--- src/rtl/exc_entry_pkg.sv ---
package exc_entry_pkg;

  localparam int MODE_W   = 5;
  localparam int NUM_REQ  = 7;
  localparam int NUM_BANK = 5;
  localparam int SLOT_W   = $clog2(NUM_BANK);

  localparam int PSR_T = 5;
  localparam int PSR_F = 6;
  localparam int PSR_I = 7;

  localparam logic [MODE_W-1:0] MODE_USR = 5'b10000;
  localparam logic [MODE_W-1:0] MODE_FIQ = 5'b10001;
  localparam logic [MODE_W-1:0] MODE_IRQ = 5'b10010;
  localparam logic [MODE_W-1:0] MODE_SVC = 5'b10011;
  localparam logic [MODE_W-1:0] MODE_ABT = 5'b10111;
  localparam logic [MODE_W-1:0] MODE_UND = 5'b11011;
  localparam logic [MODE_W-1:0] MODE_SYS = 5'b11111;

  // Enumeration order follows arbitration priority (index + 1).
  typedef enum logic [2:0] {
    EXC_NONE  = 3'd0,
    EXC_RESET = 3'd1,
    EXC_DABT  = 3'd2,
    EXC_FIQ   = 3'd3,
    EXC_IRQ   = 3'd4,
    EXC_PABT  = 3'd5,
    EXC_UNDEF = 3'd6,
    EXC_SWI   = 3'd7
  } exc_e;

  function automatic logic [MODE_W-1:0] target_mode(exc_e k);
    case (k)
      EXC_RESET, EXC_SWI: return MODE_SVC;
      EXC_DABT, EXC_PABT: return MODE_ABT;
      EXC_FIQ:            return MODE_FIQ;
      EXC_IRQ:            return MODE_IRQ;
      EXC_UNDEF:          return MODE_UND;
      default:            return MODE_USR;
    endcase
  endfunction

  function automatic logic [7:0] vector_offset(exc_e k);
    case (k)
      EXC_UNDEF: return 8'h04;
      EXC_SWI:   return 8'h08;
      EXC_PABT:  return 8'h0C;
      EXC_DABT:  return 8'h10;
      EXC_IRQ:   return 8'h18;
      EXC_FIQ:   return 8'h1C;
      default:   return 8'h00;
    endcase
  endfunction

  function automatic logic has_bank(logic [MODE_W-1:0] m);
    case (m)
      MODE_FIQ, MODE_IRQ, MODE_SVC, MODE_ABT, MODE_UND: return 1'b1;
      default: return 1'b0;
    endcase
  endfunction

  function automatic logic [SLOT_W-1:0] bank_slot(logic [MODE_W-1:0] m);
    case (m)
      MODE_IRQ: return SLOT_W'(1);
      MODE_SVC: return SLOT_W'(2);
      MODE_ABT: return SLOT_W'(3);
      MODE_UND: return SLOT_W'(4);
      default:  return SLOT_W'(0);
    endcase
  endfunction

endpackage

--- src/rtl/exc_arbiter.sv ---
module exc_arbiter #(
  parameter int NUM_REQ = 7
) (
  input  logic [NUM_REQ-1:0] req,
  output logic [NUM_REQ-1:0] grant,
  output logic               any
);
  // Index 0 has the highest priority.
  logic [NUM_REQ:0] blocked;

  assign blocked[0] = 1'b0;

  for (genvar g = 0; g < NUM_REQ; g++) begin : g_chain
    assign grant[g]     = req[g] & ~blocked[g];
    assign blocked[g+1] = blocked[g] | req[g];
  end

  assign any = blocked[NUM_REQ];
endmodule

--- src/rtl/exc_psr_calc.sv ---
module exc_psr_calc
  import exc_entry_pkg::*;
#(
  parameter int DATA_W = 32
) (
  input  exc_e              kind,
  input  logic [DATA_W-1:0] cur_psr,
  output logic [DATA_W-1:0] psr_new,
  output logic [DATA_W-1:0] pc_new,
  output logic [MODE_W-1:0] mode_new
);
  always_comb begin
    mode_new          = target_mode(kind);
    pc_new            = DATA_W'(vector_offset(kind));
    psr_new           = cur_psr;
    psr_new[MODE_W-1:0] = mode_new;
    psr_new[PSR_T]    = 1'b0;
    psr_new[PSR_I]    = 1'b1;
    if (kind == EXC_RESET || kind == EXC_FIQ) psr_new[PSR_F] = 1'b1;
  end
endmodule

--- src/rtl/exc_spsr_bank.sv ---
module exc_spsr_bank
  import exc_entry_pkg::*;
#(
  parameter int DATA_W = 32
) (
  input  logic              clk,
  input  logic              rst_n,
  input  logic              wr_en,
  input  logic [MODE_W-1:0] wr_mode,
  input  logic [DATA_W-1:0] wr_data,
  input  logic [MODE_W-1:0] rd_mode,
  output logic [DATA_W-1:0] rd_data,
  output logic              rd_hit
);
  logic [DATA_W-1:0] slot_q [NUM_BANK];
  logic              wr_ok;
  logic [SLOT_W-1:0] wr_slot;

  assign wr_ok   = wr_en & has_bank(wr_mode);
  assign wr_slot = bank_slot(wr_mode);

  for (genvar g = 0; g < NUM_BANK; g++) begin : g_slot
    always_ff @(posedge clk or negedge rst_n) begin
      if (!rst_n)
        slot_q[g] <= '0;
      else if (wr_ok && wr_slot == SLOT_W'(g))
        slot_q[g] <= wr_data;
    end
  end

  assign rd_hit  = has_bank(rd_mode);
  assign rd_data = slot_q[bank_slot(rd_mode)];
endmodule

--- src/rtl/exc_entry_ctrl.sv ---
module exc_entry_ctrl
  import exc_entry_pkg::*;
#(
  parameter int DATA_W = 32
) (
  input  logic              clk,
  input  logic              rst_n,
  input  logic [DATA_W-1:0] cur_psr,
  input  logic [DATA_W-1:0] ret_addr,
  input  logic              req_reset,
  input  logic              req_dabort,
  input  logic              req_fiq,
  input  logic              req_irq,
  input  logic              req_pabort,
  input  logic              req_undef,
  input  logic              req_swi,
  input  logic              exc_return,
  output logic              pc_we,
  output logic [DATA_W-1:0] pc_next,
  output logic              psr_we,
  output logic [DATA_W-1:0] psr_next,
  output logic              lr_we,
  output logic [MODE_W-1:0] lr_mode,
  output logic [DATA_W-1:0] lr_data,
  output logic [DATA_W-1:0] spsr_wdata
);
  logic [NUM_REQ-1:0] req_eff;
  logic [NUM_REQ-1:0] grant;
  logic               take;
  exc_e               kind;
  logic [DATA_W-1:0]  psr_entry;
  logic [DATA_W-1:0]  pc_entry;
  logic [MODE_W-1:0]  mode_entry;
  logic [DATA_W-1:0]  saved_psr;
  logic               saved_hit;
  logic               restore;

  // Priority order, index 0 first; interrupt lines gated by disable bits.
  assign req_eff = {req_swi, req_undef, req_pabort,
                    req_irq & ~cur_psr[PSR_I],
                    req_fiq & ~cur_psr[PSR_F],
                    req_dabort, req_reset};

  exc_arbiter #(.NUM_REQ(NUM_REQ)) u_arb (
    .req   (req_eff),
    .grant (grant),
    .any   (take)
  );

  always_comb begin
    kind = EXC_NONE;
    for (int i = NUM_REQ - 1; i >= 0; i--)
      if (grant[i]) kind = exc_e'(3'(i + 1));
  end

  exc_psr_calc #(.DATA_W(DATA_W)) u_calc (
    .kind     (kind),
    .cur_psr  (cur_psr),
    .psr_new  (psr_entry),
    .pc_new   (pc_entry),
    .mode_new (mode_entry)
  );

  exc_spsr_bank #(.DATA_W(DATA_W)) u_bank (
    .clk     (clk),
    .rst_n   (rst_n),
    .wr_en   (take),
    .wr_mode (mode_entry),
    .wr_data (cur_psr),
    .rd_mode (cur_psr[MODE_W-1:0]),
    .rd_data (saved_psr),
    .rd_hit  (saved_hit)
  );

  // Entry has precedence over return.
  assign restore = exc_return & saved_hit & ~take;

  always_comb begin
    pc_we      = take;
    lr_we      = take;
    psr_we     = take | restore;
    pc_next    = pc_entry;
    lr_mode    = mode_entry;
    lr_data    = ret_addr;
    spsr_wdata = cur_psr;
    if (take)         psr_next = psr_entry;
    else if (restore) psr_next = saved_psr;
    else              psr_next = cur_psr;
  end
endmodule

--- config.mk ---
export PLATFORM = sky130hd
export DESIGN_NAME = exc_entry_ctrl
export DESIGN_NICKNAME = d
export VERILOG_FILES = /design/src/rtl/exc_entry_pkg.sv /design/src/rtl/exc_arbiter.sv /design/src/rtl/exc_psr_calc.sv /design/src/rtl/exc_spsr_bank.sv /design/src/rtl/exc_entry_ctrl.sv
export SDC_FILE = /design/constraint.sdc
export NUM_CORES = 1
export LEC_CHECK = 0
export BUFFER_PORTS_ARGS = -buffer_cell sky130_fd_sc_hd__buf_2
export CORE_MARGIN = 10
export CORE_UTILIZATION = 30
export CTS_BUF_LIST = sky130_fd_sc_hd__clkbuf_4 sky130_fd_sc_hd__clkbuf_8
export CTS_CLUSTER_SIZE = 12
export DETAILED_ROUTE_END_ITERATION = 12
export PLACE_DENSITY = 0.49
export SETUP_SLACK_MARGIN = 0.3
export SLEW_MARGIN = 20
export SYNTH_ARGS = -nofsm -noshare
export SYNTH_HDL_FRONTEND = slang
export SYNTH_SLANG_ARGS = --single-unit
--- constraint.sdc ---
create_clock -name clk -period 2.45 [get_ports clk]
set_input_delay 0.245 -clock clk [delete_from_list [all_inputs] [get_ports clk]]
set_output_delay 0.245 -clock clk [all_outputs]
set_load 0.01 [all_outputs]
==> flow_metrics.tcl, run 1 <==
set metrics [dict create \
    status "completed" \
    fp.coreArea_um2 28900 \
    antenna_left 0 \
    largest_reg_flops 160 \
    cts_htree_levels 4 \
    slowest_stage "bufbuf_16" \
    worst_ep_required_time_ps 2200 \
    vias 5770 \
    syn_area_um2 8850 \
    drc 0 \
    reg2reg_slack_ps 1650 \
    reg2reg_from "u_bank.slot_q[132]" \
    stdcell_area_um2 10500 \
    drtPass1Iterations 5 \
    post-dp-hpwl_um 15500 \
    ios 210 \
    yosys-top-cells-count "160 x dfrtp_1, 133 x mux2_2, 99 x buf_4, 38 x mux2i_1" \
    largest_register "u_bank.slot_q" \
    track_usage_pct 12.4 \
    place_congestion 0.798 \
    worst_ep_arrival_time_ps 1950 \
    fin_skew_ps 0 \
    final_max_slew_viol_count 0 \
    cts_buffers 17 \
    drt_iter0_drc 250 \
    grt_pass1_vias 6186 \
    ys_async_sr_fraction_pct 100 \
    synth_xor_area_share_pct 0.0990 \
    synth_edf_count 0 \
    drt_wl_total_um 23100 \
    synth_seq_cells 160 \
    top_regs "u_bank.slot_q x160" \
    io_buffers 115 \
    grt_pass1_wl_um 35900 \
    synthDistinctLibCells 56 \
    crit_path_cell_trace "buf_8 > buf_6 > nor4_4 > and4_4 > inv_4 > nor3_4 > buf_12 > bufbuf_16 > nor2_1 > a31oi_1 > buf_2" \
    ys.flop_type "dfrtp_1" \
    cts_buffer_depth 2 \
    drv_cap 0 \
    start_util_pct 30.6 \
    cp_max_fo 12 \
    die_h_um 192 \
    r2r_end "u_bank.slot_q[132]" \
    cts_sinks 160 \
    die-area_um2 36800 \
    grt_start_max_net_pins 65 \
    synth.most_common_cell "dfrtp_1" \
    fmax_mhz 456 \
    postSynthAreaPerCell_um2 11.7 \
    yosys.area_share.adder_pct 0.566 \
    min_path_cells 2 \
    wl_per_cell_um 18.6 \
    hold_end "u_bank.slot_q[78]" \
    cts_tree "yes" \
    period_needed_ps 2190 \
    multi_input_area_um2 4270 \
    synthCells 756 \
    path_class "in2out" \
    utilization_pct 36.5 \
    p_leak_uw 0.00467 \
    syn2layout_area_growth_pct 19.2 \
    seq_area_frac_synth_pct 45.3 \
    synth_compound_area_share_pct 7.82 \
    yosys.area_share.simple_pct 5.83 \
    grt_overflow 0 \
    yosysTopAreaCell "dfrtp_1" \
    synthMuxAreaShare_pct 29.1 \
    die_w_um 192 \
    setup_ws_ps 259 \
    drt-vias-per-instance 4.66 \
    synthTopCellsByArea "dfrtp_1 45%, mux2_2 17%, buf_4 8.4%" \
    hold_class "in2reg" \
    clk_latency_ps 450 \
    yosys_warnings 0 \
    clk_pin_slew_ps 90 \
    rsz0062_at_grt "yes" \
    fin_setup_tns_ps 0 \
    max-slew-margin-rel_pct 58.3 \
    crit_family "buffers and inverters" \
    end_kind "primary output" \
    synth_top_area_share_pct 45.3 \
    crit_buf_inv 6 \
    worstMarginPinSlew_ps 626 \
    final-seq-area_um2 4000 \
    powerDensity_nw_per_um2 693 \
    final_net_count 918 \
    detailed_place.area_um2 9660 \
    drive_above_1_share_pct 50.2 \
    slowest_delay_ps 290 \
    finalSetupViolCount 0 \
    fill_cells 2877 \
    ir_drop_mv 0.363 \
    antenna_found_initial 1 \
    synth_top_family_by_area "multiplexers" \
    fin_crit_sh_pct 89.4 \
    root_buffer "clkbuf_8" \
    rr_worst_depth 1 \
    min-delay-start "cur_psr[14]" \
    final_hold_viol_count 0 \
    dp_slack_ps -32.0 \
    cp-start-kind "primary input" \
    core.rowCount 62 \
]
## metal layers
layer	vias to the layer above	GRT usage [%]	part of all wire, %
met5	-	0	0
met4	0	2.73	1.0
met3	20	3.21	4.5
met2	122	20.5	48
met1	2895	15.9	46
li1	2733	-	-
## worst max-delay path by stage
stage                     slack (ps)                 end  startpoint  depth (start not counted)
after floorplan                  270  u_bank.slot_q[100]   req_reset                          9
after global routing             210        psr_next[27]   req_reset                         11
after global placement           -60         psr_next[7]  cur_psr[1]                          9
after CTS                        260         psr_next[4]  cur_psr[2]                          9
after detailed placement         -30         psr_next[4]  cur_psr[1]                          9
final                            260        psr_next[27]   req_reset                         11
## stage by stage
step	total power, uW	instances	hold WS, ps
floorplan	4840	784	-50.6
global placement	5210	1193	307
detailed placement	5250	1193	297
CTS	7380	1232	70.0
global route	7750	1238	83.9
finish	7310	1238	110
## where the power goes
| part | switching, uW | total (uW) | internal, uW |
|---|---|---|---|
| Clock | 970 | 2060 | 1090 |
| Combinational | 711 | 1680 | 971 |
| Sequential | 308 | 3570 | 3260 |
| Total | 1990 | 7310 | 5320 |
## layout by cell type (no fill, tap or decap), drive strengths merged, types with 3 or more instances in the layout
cell	n
a21oi	35
a31oi	27
buf	174
bufinv	3
clkbuf	25
clkinv	6
conb	30
dfrtp	160
ha	4
inv	6
mux2	185
mux2i	38
nand2	35
nand3	4
nor2	32
nor2b	4
nor3	4
o21ai	35
or2	7
## logic make-up after synthesis
| logic type | Yosys count |
|---|---|
| AO/OA/AOI/OAI | 116 |
| XOR/XNOR | 1 |
| adder cells (fa/ha/maj) | 4 |
| buffers and inverters | 148 |
| flip-flops | 160 |
| multiplexers | 223 |
| other | 2 |
| AND/OR/NAND/NOR | 102 |
## final cells by class
type	instances	share of cell area [%]
multi-input cells	476	40.5
clock inverters	10	1.28
flip-flops and latches	160	38.0
repair buffers	179	12.8
diodes	1	0.0237
clock buffers	22	2.69
inverters	6	0.237
well taps	384	4.56
## timing repair
item	CTS	global route
endpoints found under the hold margin	61	0
pin swaps	6	7
setup endpoints to repair	33	32
setup buffers	4	4
gates resized for setup	29	47
hold buffers	1	0
cloned	2	1
(Power assumes the default switching activity.)
==> inputs of run 2 (changes only) <==
==> constraint.sdc (replaced) <==
create_clock -name clk -period 2.45 [get_ports clk]
set_input_delay 0.245 -clock clk [delete_from_list [all_inputs] [get_ports clk]]
set_output_delay 0.245 -clock clk [all_outputs]
set_load 0.05 [all_outputs]
==> run 2 against run 1 <==
Against the previous run: clock-buffer cell count is 1 lower; clock power increased by 3%; clock skew unchanged; utilization grew 4.6 points; register-to-register slack barely moved; wire length increased by 6.0%; via count up 4.8%; critical path depth stayed put; sequential share of layout area fell by 4.3 points.
==> flow_metrics.tcl, run 2 (synthesis results as in run 1) <==
set metrics [dict create \
    power.switching_uw 2440 \
    final_net_count 969 \
    die_h_um 192 \
    drt-vias-per-instance 4.69 \
    dp_slack_ps -143 \
    cts_htree_levels 4 \
    antenna_left 0 \
    slowest_stage "and4_4" \
    drtPass1Iterations 6 \
    status "completed" \
    dp.cells 1214 \
    p_leak_uw 0.00525 \
    crit_buf_inv 6 \
    place_congestion 0.784 \
    ir_drop_mv 0.351 \
    drc 0 \
    grt_overflow 0 \
    cts_buffers 17 \
    worst_ep_arrival_time_ps 1950 \
    io_buffers 115 \
    max-slew-margin-rel_pct 58.1 \
    worstMarginPinSlew_ps 628 \
    critical_path.startpoint "req_pabort" \
    reg2reg_from "u_bank.slot_q[7]" \
    fin_crit_sh_pct 89.8 \
    post-dp-hpwl_um 16000 \
    end_kind "primary output" \
    core.rowCount 62 \
    track_usage_pct 12.8 \
    final_hold_viol_count 0 \
    drt_wl_total_um 24400 \
    cts_tree "yes" \
    setup_ws_ps 251 \
    pwr-share-clk_pct 26.7 \
    antenna_found_initial 0 \
    sw_frac_of_total_pct 30.6 \
    root_buffer "clkbuf_8" \
    final_max_slew_viol_count 0 \
    start_util_pct 30.6 \
    finalSetupViolCount 0 \
    worst_ep_required_time_ps 2200 \
    internal_power_uw 5550 \
    fp.coreArea_um2 28900 \
    fill_cells 2741 \
    syn2layout_area_growth_pct 34.4 \
    drive_above_1_share_pct 57.7 \
    ios 210 \
    antenna_cells 0 \
    combPwrFrac_pct 28.5 \
    layout_common_cells "160 x dfrtp_1, 109 x mux2_2, 76 x buf_2, 74 x buf_4, 58 x mux2_4" \
    utilization_pct 41.1 \
    wl_per_cell_um 19.0 \
    vias 6045 \
    final_cells 1288 \
    largest_register "u_bank.slot_q" \
    die_w_um 192 \
    drt_iter0_drc 201 \
    cp_max_fo 8 \
    largest_reg_flops 160 \
    hold_class "in2reg" \
    drv_cap 0 \
    period_needed_ps 2200 \
    seqPwrFrac_pct 44.8 \
    grt_pass1_vias 6291 \
    crit_family "simple AND/OR/NAND/NOR gates" \
    fmax_mhz 455 \
    crit_path_cell_trace "buf_8 > nor4_4 > and4_4 > inv_4 > nor3_4 > buf_6 > buf_12 > buf_12 > nor2_1 > a31oi_4 > buf_8" \
    fin_skew_ps 0 \
    fin_setup_tns_ps 0 \
    min-delay-start "cur_psr[15]" \
    grt_start_max_net_pins 60 \
    rsz0062_at_grt "yes" \
    clk_pin_slew_ps 90 \
    final_common_cell "dfrtp_1" \
    slowest_delay_ps 270 \
    powerDensity_nw_per_um2 672 \
    clk_latency_ps 450 \
    grt_pass1_wl_um 37100 \
    cts_buffer_depth 2 \
    cp-start-kind "primary input" \
    cts_sinks 160 \
    die-area_um2 36800 \
    path_class "in2out" \
    top_regs "u_bank.slot_q x160" \
]
run 2: cell types whose count changed in the layout (fill, tap and decap cells not counted), moves of 21 or more:
cell	delta
a31oi_4	+21
a31oi_1	-22
mux2_4	+29
buf_2	-31
buf_4	+29
buf_6	+31
mux2_2	-24
run 2: final timing paths:
check	to	slack (ps)	cells after the start
min in group asynchronous	u_bank.slot_q[22]	340	2
max	psr_next[26]	250	11
min reg2reg	u_bank.slot_q[36]	480	2
max reg2reg	u_bank.slot_q[7]	1640	1
min	u_bank.slot_q[79]	110	2
max in group asynchronous	u_bank.slot_q[52]	1410	3
run 2: power groups by stage:
stage | Combinational, uW | Sequential [uW] | Clock (uW)
floorplan | 1860 | 3520 | 0
global placement | 2150 | 3610 | 0
detailed placement | 2180 | 3610 | 0
CTS | 2260 | 3580 | 2200
global route | 2450 | 3660 | 2310
finish | 2280 | 3580 | 2130
run 2: final cells by class:
type / count / area (um^2) / share of cell area (%)
inverter: 6 / 31.3 / 0.263
multi-input combinational: 476 / 4790 / 40.3
tap: 384 / 480 / 4.04
timing repair buffer: 230 / 2150 / 18.1
clock buffer: 21 / 277 / 2.33
sequential: 160 / 4000 / 33.7
clock inverter: 11 / 156 / 1.32
run 2: what timing repair did:
item                                   in CTS  in global routing
cloned                                      2                  2
endpoints found under the hold margin      55                  0
gates resized for setup                   104                 61
setup buffers                              22                 15
hold buffers                                1                  0
pin swaps                                   5                 11
setup endpoints to repair                  32                102
run 2: through the flow:
step                instance area (um^2)  total power [uW]  hold slack, ps
finish                             11900              7990             107
global route                       11900              8420            87.6
CTS                                11500              8040            63.6
detailed placement                 10400              5800             285
global placement                   10400              5760             288
floorplan                           9570              5390           -50.6
run 2: routing by layer:
metal | routed length (um) | global-route usage (%)
met1 | 11000 | 16.3
met2 | 12100 | 21.7
met3 | 1090 | 2.72
met4 | 218 | 3.09
met5 | 0 | 0
